## src/rtl/pinbank_pkg.sv

```systemverilog
package pinbank_pkg;

  localparam int unsigned ADDR_W = 8;
  localparam int unsigned DATA_W = 32;

  // pin bank window (bus_win = 0)
  localparam logic [ADDR_W-1:0] OFS_IN     = 8'h00;
  localparam logic [ADDR_W-1:0] OFS_OUT    = 8'h04;
  localparam logic [ADDR_W-1:0] OFS_OE     = 8'h08;
  localparam logic [ADDR_W-1:0] OFS_LSENSE = 8'h10;
  localparam logic [ADDR_W-1:0] OFS_LEN    = 8'h14;
  localparam logic [ADDR_W-1:0] OFS_EVT    = 8'h18;
  localparam logic [ADDR_W-1:0] OFS_EEN    = 8'h1C;
  localparam logic [ADDR_W-1:0] OFS_ESEL   = 8'h24;

  // summary window (bus_win = 1)
  localparam logic [ADDR_W-1:0] OFS_SUMSTS = 8'h20;
  localparam logic [ADDR_W-1:0] OFS_SUMEN  = 8'h24;

  // level request: mismatch against the sense bit, gated by enable
  function automatic logic [DATA_W-1:0] level_req(input logic [DATA_W-1:0] smp,
                                                  input logic [DATA_W-1:0] sense,
                                                  input logic [DATA_W-1:0] en);
    return (smp ^ sense) & en;
  endfunction

  // transition detect: sel 0 keeps rising, sel 1 keeps falling
  function automatic logic [DATA_W-1:0] edge_seen(input logic [DATA_W-1:0] now_v,
                                                  input logic [DATA_W-1:0] old_v,
                                                  input logic [DATA_W-1:0] sel);
    logic [DATA_W-1:0] up, down;
    up   = now_v & ~old_v;
    down = ~now_v & old_v;
    return (up & ~sel) | (down & sel);
  endfunction

  // event update: a new edge wins over a clear on the same edge
  function automatic logic [DATA_W-1:0] event_next(input logic [DATA_W-1:0] cur,
                                                   input logic [DATA_W-1:0] clr,
                                                   input logic [DATA_W-1:0] hit);
    return (cur & ~clr) | hit;
  endfunction

endpackage

```

## src/rtl/pinbank_sync.sv

```systemverilog
module pinbank_sync #(
  parameter int unsigned W = 8
) (
  input  logic         clk,
  input  logic         rst_n,
  input  logic [W-1:0] d_async,
  output logic [W-1:0] d_sync
);
  for (genvar i = 0; i < W; i++) begin : g_bit
    logic meta_q, stab_q;
    always_ff @(posedge clk or negedge rst_n) begin
      if (!rst_n) begin
        meta_q <= 1'b0;
        stab_q <= 1'b0;
      end else begin
        meta_q <= d_async[i];
        stab_q <= meta_q;
      end
    end
    assign d_sync[i] = stab_q;
  end
endmodule

```

## src/rtl/pinbank_edge.sv

```systemverilog
module pinbank_edge
  import pinbank_pkg::*;
#(
  parameter int unsigned W = 8
) (
  input  logic         clk,
  input  logic         rst_n,
  input  logic [W-1:0] smp,
  input  logic [W-1:0] sel,
  input  logic [W-1:0] clr,
  output logic [W-1:0] hit,
  output logic [W-1:0] event_q
);
  logic [W-1:0]      prev_q;
  logic [DATA_W-1:0] smp_w, prev_w, sel_w, clr_w, evt_w, hit_w, nxt_w;

  always_comb begin
    smp_w  = '0; smp_w[W-1:0]  = smp;
    prev_w = '0; prev_w[W-1:0] = prev_q;
    sel_w  = '0; sel_w[W-1:0]  = sel;
    clr_w  = '0; clr_w[W-1:0]  = clr;
    evt_w  = '0; evt_w[W-1:0]  = event_q;
    hit_w  = edge_seen(smp_w, prev_w, sel_w);
    nxt_w  = event_next(evt_w, clr_w, hit_w);
  end

  assign hit = hit_w[W-1:0];

  logic unused_hi;
  assign unused_hi = ^{hit_w, nxt_w};

  always_ff @(posedge clk or negedge rst_n) begin
    if (!rst_n) begin
      prev_q  <= '0;
      event_q <= '0;
    end else begin
      prev_q  <= smp;
      event_q <= nxt_w[W-1:0];
    end
  end
endmodule

```

## src/rtl/pinbank_regs.sv

```systemverilog
module pinbank_regs
  import pinbank_pkg::*;
#(
  parameter int unsigned PINS = 16
) (
  input  logic              clk,
  input  logic              rst_n,
  input  logic              win,
  input  logic [ADDR_W-1:0] addr,
  input  logic              we,
  input  logic [DATA_W-1:0] wdata,
  output logic [PINS-1:0]   out_q,
  output logic [PINS-1:0]   oe_q,
  output logic [PINS-1:0]   lsense_q,
  output logic [PINS-1:0]   len_q,
  output logic [PINS-1:0]   een_q,
  output logic [PINS-1:0]   esel_q,
  output logic              sum_en_q,
  output logic [PINS-1:0]   clr
);
  logic            wr_bank, wr_sum;
  logic [PINS-1:0] wd;

  assign wr_bank = we && !win;
  assign wr_sum  = we && win;
  assign wd      = wdata[PINS-1:0];
  assign clr     = (wr_bank && addr == OFS_EVT) ? wd : '0;

  logic unused_wd;
  assign unused_wd = ^wdata;

  always_ff @(posedge clk or negedge rst_n) begin
    if (!rst_n) begin
      out_q    <= '0;
      oe_q     <= '0;
      lsense_q <= '0;
      len_q    <= '0;
      een_q    <= '0;
      esel_q   <= '0;
      sum_en_q <= 1'b0;
    end else begin
      if (wr_bank) begin
        case (addr)
          OFS_OUT:    out_q    <= wd;
          OFS_OE:     oe_q     <= wd;
          OFS_LSENSE: lsense_q <= wd;
          OFS_LEN:    len_q    <= wd;
          OFS_EEN:    een_q    <= wd;
          OFS_ESEL:   esel_q   <= wd;
          default: ;
        endcase
      end
      if (wr_sum && addr == OFS_SUMEN) sum_en_q <= wdata[0];
    end
  end
endmodule

```

## src/rtl/pinbank_irq_ctrl.sv

```systemverilog
module pinbank_irq_ctrl
  import pinbank_pkg::*;
#(
  parameter int unsigned PINS = 16
) (
  input  logic              clk,
  input  logic              rst_n,
  input  logic              bus_win,
  input  logic [7:0]        bus_addr,
  input  logic              bus_we,
  input  logic [31:0]       bus_wdata,
  output logic [31:0]       bus_rdata,
  input  logic [PINS-1:0]   pin_in,
  output logic [PINS-1:0]   pin_out,
  output logic [PINS-1:0]   pin_oe,
  output logic              irq_out
);
  logic [PINS-1:0] smp;
  logic [PINS-1:0] out_q, oe_q, lsense_q, len_q, een_q, esel_q;
  logic            sum_en_q;
  logic [PINS-1:0] clr_vec, hit_vec, event_q;
  logic [PINS-1:0] pend_vec;
  logic            any_pending;
  logic            sum_mask_q;

  pinbank_sync #(.W(PINS)) u_sync (
    .clk(clk), .rst_n(rst_n), .d_async(pin_in), .d_sync(smp)
  );

  pinbank_regs #(.PINS(PINS)) u_regs (
    .clk(clk), .rst_n(rst_n), .win(bus_win), .addr(bus_addr),
    .we(bus_we), .wdata(bus_wdata),
    .out_q(out_q), .oe_q(oe_q), .lsense_q(lsense_q), .len_q(len_q),
    .een_q(een_q), .esel_q(esel_q), .sum_en_q(sum_en_q), .clr(clr_vec)
  );

  pinbank_edge #(.W(PINS)) u_edge (
    .clk(clk), .rst_n(rst_n), .smp(smp), .sel(esel_q), .clr(clr_vec),
    .hit(hit_vec), .event_q(event_q)
  );

  // widen to bus width
  logic [DATA_W-1:0] smp_w, out_w, oe_w, ls_w, len_w, evt_w, een_w, esel_w, lvl_w;
  always_comb begin
    smp_w  = '0; smp_w[PINS-1:0]  = smp;
    out_w  = '0; out_w[PINS-1:0]  = out_q;
    oe_w   = '0; oe_w[PINS-1:0]   = oe_q;
    ls_w   = '0; ls_w[PINS-1:0]   = lsense_q;
    len_w  = '0; len_w[PINS-1:0]  = len_q;
    evt_w  = '0; evt_w[PINS-1:0]  = event_q;
    een_w  = '0; een_w[PINS-1:0]  = een_q;
    esel_w = '0; esel_w[PINS-1:0] = esel_q;
    lvl_w  = level_req(smp_w, ls_w, len_w);
  end

  logic unused_lvl;
  assign unused_lvl = ^lvl_w;

  assign pend_vec    = lvl_w[PINS-1:0] | (event_q & een_q);
  assign any_pending = |pend_vec;
  assign sum_mask_q  = sum_en_q;
  assign irq_out     = any_pending && sum_mask_q;

  assign pin_out = out_q & oe_q;
  assign pin_oe  = oe_q;

  always_comb begin
    bus_rdata = '0;
    if (!bus_win) begin
      case (bus_addr)
        OFS_IN:     bus_rdata = smp_w;
        OFS_OUT:    bus_rdata = out_w;
        OFS_OE:     bus_rdata = oe_w;
        OFS_LSENSE: bus_rdata = ls_w;
        OFS_LEN:    bus_rdata = len_w;
        OFS_EVT:    bus_rdata = evt_w;
        OFS_EEN:    bus_rdata = een_w;
        OFS_ESEL:   bus_rdata = esel_w;
        default:    bus_rdata = '0;
      endcase
    end else begin
      case (bus_addr)
        OFS_SUMSTS: bus_rdata[0] = any_pending;
        OFS_SUMEN:  bus_rdata[0] = sum_mask_q;
        default:    bus_rdata = '0;
      endcase
    end
  end
endmodule

```

## config.mk

```make
export PLATFORM = sky130hd
export DESIGN_NAME = pinbank_irq_ctrl
export DESIGN_NICKNAME = d
export VERILOG_FILES = /design/src/rtl/pinbank_pkg.sv /design/src/rtl/pinbank_sync.sv /design/src/rtl/pinbank_edge.sv /design/src/rtl/pinbank_regs.sv /design/src/rtl/pinbank_irq_ctrl.sv
export SDC_FILE = /design/constraint.sdc
export NUM_CORES = 1
export LEC_CHECK = 0
export ABC_AREA = 1
export BUFFER_PORTS_ARGS = -buffer_cell sky130_fd_sc_hd__buf_2
export CORE_MARGIN = 2
export CORE_UTILIZATION = 55
export CTS_BUF_LIST = sky130_fd_sc_hd__clkbuf_4 sky130_fd_sc_hd__clkbuf_8
export DETAILED_ROUTE_END_ITERATION = 7
export HOLD_SLACK_MARGIN = 0.15
export PLACE_DENSITY = 0.75
export RECOVER_POWER = 50
export SYNTH_ARGS = -nofsm -noshare
export SYNTH_HDL_FRONTEND = slang
export SYNTH_SLANG_ARGS = --single-unit
export TNS_END_PERCENT = 20
```

## constraint.sdc

```tcl
create_clock -name clk -period 1.6 [get_ports clk]
set_clock_uncertainty 0.05 [all_clocks]
set_input_delay 0 -clock clk [delete_from_list [all_inputs] [get_ports clk]]
set_output_delay 0 -clock clk [all_outputs]
set_load 0.02 [all_outputs]
```

# After elaboration in Yosys (flattened, before gate mapping)
# Index checks and enable logic that the tools add are counted.
# op_classes
n_eq_ne	8
n_mux	4
bitwise_logic	16
reduce_logical	14
# ops
operator	count
AND 16 bit	8
one-hot mux 16 bit (8 select lines)	1
NOT 16 bit	4
OR 16 bit	3
== test 8 x 5 -> 1 bit (second input constant)	4
2-to-1 mux 32 bit	1
== test 8 x 6 -> 1 bit (second input constant)	2
2-to-1 mux 16 bit	1
OR reduction 16 bit	1
XOR 16 bit	1
AND reduction 2 bit	6
== test 8 x 3 -> 1 bit (second input constant)	1
== test 8 x 4 -> 1 bit (second input constant)	1
zero test 8 bit	1
logical AND 1 bit	5
one-hot mux 1 bit (2 select lines)	1
zero test 1 bit	1
# word_totals
ff_bits	161
input_bits	60
output_inout_bits	65
word_cells	83

# Depth between registers and ports, before layout
# logic_depth
depth_word	7
depth_mapped	10
ltp_nobuf	9

# Modules after synthesis
# Synthesis repeated with hierarchy kept, for this count alone.
# unflattened
cells_unflattened	1142
hier_area_um2	8458.1
# by_module_without_submodules
mod	n_inst	cells_each	area_per_inst_um2	seq_area_each_um2
pinbank_regs	1	488	4207.8	2427.3
pinbank_irq_ctrl	1	430	1928.1	0.0
pinbank_edge	1	176	1401.3	800.8
pinbank_sync	1	48	920.9	800.8

# Worst setup path before layout
# Ideal clock, no wire load.
# synth_timing
kind	register to output
from	register u_sync.g_bit[5].stab_q
to	output port bus_rdata[0]
arrival_time_ns	1.245
required_ns	1.550
path_slack_ns	0.305
path_stages_with_launch	8
n_path_buf	0
cell_sequence	dfrtp_1 -> or2_2 -> nand3_1 -> nand2_1 -> nor2_1 -> nand2_1 -> o21bai_1 -> nand3_1
# synth_via
elab_chain_cells	6
# synth_rtl
item	line_no	text
start, declared	pinbank_sync.sv:10	logic meta_q, stab_q;
start signal, assigned	pinbank_sync.sv:17	stab_q <= meta_q;
XOR 16 bit	pinbank_pkg.sv:24	return (smp ^ sense) & en;
AND 16 bit	pinbank_pkg.sv:24	
OR 16 bit	pinbank_irq_ctrl.sv:59	assign pend_vec = lvl_w[PINS-1:0] | (event_q & een_q);
OR reduction 16 bit	pinbank_irq_ctrl.sv:60	assign any_pending = |pend_vec;
one-hot mux 1 bit (2 select lines)	pinbank_irq_ctrl.sv:82	case (bus_addr)
2-to-1 mux 32 bit	pinbank_irq_ctrl.sv:69	if (!bus_win) begin
end, declared	pinbank_irq_ctrl.sv:12	output logic [31:0] bus_rdata,
# Every way passes these cells.

# Worst setup path in the final report
# layout_timing
from	register u_sync.g_bit[3].stab_q
to	output port bus_rdata[0]
# layout_via
elab_chain_cells	6
# layout_rtl
item	line_no
start, declared	pinbank_sync.sv:10
start signal, assigned	pinbank_sync.sv:17
XOR 16 bit	pinbank_pkg.sv:24
AND 16 bit	pinbank_pkg.sv:24
OR 16 bit	pinbank_irq_ctrl.sv:59
OR reduction 16 bit	pinbank_irq_ctrl.sv:60
one-hot mux 1 bit (2 select lines)	pinbank_irq_ctrl.sv:82
2-to-1 mux 32 bit	pinbank_irq_ctrl.sv:69
# Every way passes these cells.

==> flow_summary.yaml <==
outcome:
  status: "finished, violations left"
  violations: "negative setup slack"
global_route:
  grt_max_degree: 43
  antenna_found_initial: 0
  track_usage_pct: 30.7
  grt_remaining_overflow: 0
  grt_pass1_vias: 6687
  grt_pass1_wl_um: 34000
sta:
  maxSlewHeadroom_pct: 58.5
  rsz0062_at_grt: "yes"
  worstMarginPinSlew_ns: 0.623
  setup_slack_ns: -0.312
  period_needed_ns: 1.91
  setup_tns_ns: -0.877
  setup_viol: 7
  fmax_mhz: 523
  slew_viol_final: 0
  fin_crit_sh_pct: 120
  hold_violations: 0
synthesis:
  syn_avg_cell_area_um2: 8.07
  syn_inst: 928
  async_reset_ff_share_pct: 100
  ys_ff_latch: 161
  synth-edff-count: 0
  ys_top_cells_by_area: "dfrtp_1 54%, nand2_1 17%, o21ai_1 7.2%"
  synth.distinct_cells: 28
  synth.top_cell.area_share_pct: 53.8
  synth_top_area_cell: "dfrtp_1"
  synth_most_common_cell: "nand2_1"
  synthFlopType: "dfrtp_1"
  ys_seq_area_share_pct: 53.8
  syn_area_mm2: 0.00749
  synth_warnings: 0
  synthTopCellsByCount: "345 x nand2_1, 161 x dfrtp_1, 107 x o21ai_1"
power:
  power_density_mw_per_mm2: 878
  p_leak_nw: 4.83
  ir_worst_vdd_mv: 0.647
setup_path:
  cp-start-kind: "flip-flop"
  cp_max_fo: 3
  end_kind: "primary output"
  path_class: "flip-flop to primary output"
  cp.arrival_ns: 1.86
  cp.required_ns: 1.55
die:
  ioPinCount: 125
  die_x_um: 121
  start_util_pct: 56.3
  die_area_mm2: 0.0146
  core-area_mm2: 0.0133
  num_rows: 42
  die_h_um: 121
route:
  viasPerCell: 5.30
  drc_errors: 0
  drt_iter0_markers: 531
  dr.pass1.iters: 7
  vias: 6998
  wl_per_cell_um: 16.1
  ant_nets: 0
  routed_wl_um: 21200
min_path:
  min_path_type: "flip-flop to flip-flop"
clock_network:
  clkTransAtPathRegs_ns: 0.09
  clockBufferDepth: 2
  numCtsBuffers: 17
  clk_latency_ns: 0.46
  clock-sinks: 161
  htreeDepth: 4
  clockRootBuffer: "clkbuf_8"
  cts_tree: "done"
layout:
  area_delta_synth_final_pct: 29.7
  nNetsFinal: 1190
  drive_above_1_share_pct: 20.8
place:
  place_ws_ns: 0.0103
  hpwl_um: 13500
  gp_congestion: 0.904
  port_buffers: 92
run:
  drv_cap: 0
==> repair_timing <==
| action | in CTS | in global routing |
|---|---|---|
| hold buffers | 56 | 0 |
| pin swaps | 5 | 27 |
| setup endpoints to repair | 7 | 22 |
| setup buffers | 20 | 8 |
| hold endpoints to repair | 290 | 0 |
| resized for setup | 27 | 60 |
==> per-layer routing <==
metal  vias up  wire [um]  GRT usage, %
li1       3323          -             -
met1      3330       9090          41.8
met2       303      10100          48.4
met3        42       1530          6.08
met4         0        552          12.6
met5         -          0             0
==> critical path: stages, from the launching register on <==
cell,delay [ns]
dfrtp_2,0.44
inv_1,0.09
nand2_1,0.08
nand3_1,0.10
o21ai_0,0.11
nor2_2,0.10
nand2_2,0.08
o21bai_1,0.14
nand3_1,0.11
buf_6,0.14
==> registers in the layout, indices dropped and copies added, names as in the netlist <==
register             cells
u_edge.event_q          16
u_edge.prev_q           16
u_regs.een_q            16
u_regs.esel_q           16
u_regs.len_q            16
u_regs.lsense_q         16
u_regs.oe_q             16
u_regs.out_q            16
u_sync.g_bit.meta_q     16
u_sync.g_bit.stab_q     16
u_regs.sum_en_q          1
==> metrics by stage <==
stage / power, mW / cells / utilization, % / instance area, um^2 / hold WS [ns]
2_1_floorplan: 4.65 / 943 / - / 7550 / -0.346
3_3_place_gp: 4.90 / 1206 / 62.8 / 8350 / -0.108
3_5_place_dp: 4.91 / 1206 / 62.8 / 8350 / -0.107
4_1_cts: 8.56 / 1314 / 72.4 / 9620 / 0.192
5_1_grt: 8.84 / 1319 / 73.1 / 9710 / 0.310
6_report: 8.53 / 1320 / 73.1 / 9720 / 0.299
==> power breakdown <==
| group | internal, mW | total (mW) | switching (mW) | leakage (nW) |
|---|---|---|---|---|
| clock | 1.99 | 3.52 | 1.53 | 0.239 |
| combinational | 0.295 | 0.715 | 0.420 | 2.54 |
| sequential | 4.19 | 4.30 | 0.104 | 2.05 |
==> final timing paths <==
path | startpoint | end | slack (ns) | depth (start not counted)
min in group asynchronous | rst_n | u_regs.esel_q[15] | 0.60 | 3
worst max register to register | u_sync.g_bit[13].stab_q | u_edge.event_q[13] | 0.05 | 10
worst max-delay path | u_sync.g_bit[3].stab_q | bus_rdata[0] | -0.31 | 9
worst min-delay path | u_sync.g_bit[3].meta_q | u_sync.g_bit[3].stab_q | 0.30 | 0
max in group asynchronous | rst_n | u_regs.out_q[11] | 0.18 | 4
worst min register to register | u_sync.g_bit[3].meta_q | u_sync.g_bit[3].stab_q | 0.30 | 0
==> cells in the final DEF, fill, tap and decap left out, types with 3 or more instances in the layout <==
master and n:
inv_4 3, nor2_4 9, inv_1 70, clkbuf_8 20
o21ai_0 44, o21ai_1 84, buf_6 12, clkinv_4 3
bufinv_16 5, buf_12 7, nand3_2 10, clkinv_2 4
inv_2 11, buf_2 59, clkbuf_2 7, clkbuf_4 7
dfrtp_1 160, a21oi_2 4, nand3_1 45, nand2_1 336
nor2_2 8, conb_1 16, nand2_2 17, dlygate4sd3_1 54
clkbuf_1 26, a21oi_1 11, buf_4 41, o211ai_1 15
nor2_1 38
==> area by class of cell <==
| cell class | count | area (um^2) |
|---|---|---|
| Clock inverter | 12 | 203 |
| Tap cell | 176 | 220 |
| Clock buffer | 20 | 275 |
| Timing Repair Buffer | 215 | 1630 |
| Inverter | 86 | 333 |
| Sequential cell | 161 | 4030 |
| Antenna cell | 1 | 2.50 |
| Fill cell | 1032 | 3580 |
| Multi-Input combinational cell | 649 | 3020 |
==> kinds of logic (layout without fill, tap and decap cells) <==
group	Yosys count	in the layout	share of synthesized area (%)
AOI/OAI and AO/OA	162	162	11.4
buffers and inverters	133	333	8.60
DFF	161	161	53.8
other	1	17	0.0501
and+or+nand+nor	471	471	26.2
No activity file was read; power rests on OpenSTA's default activity.
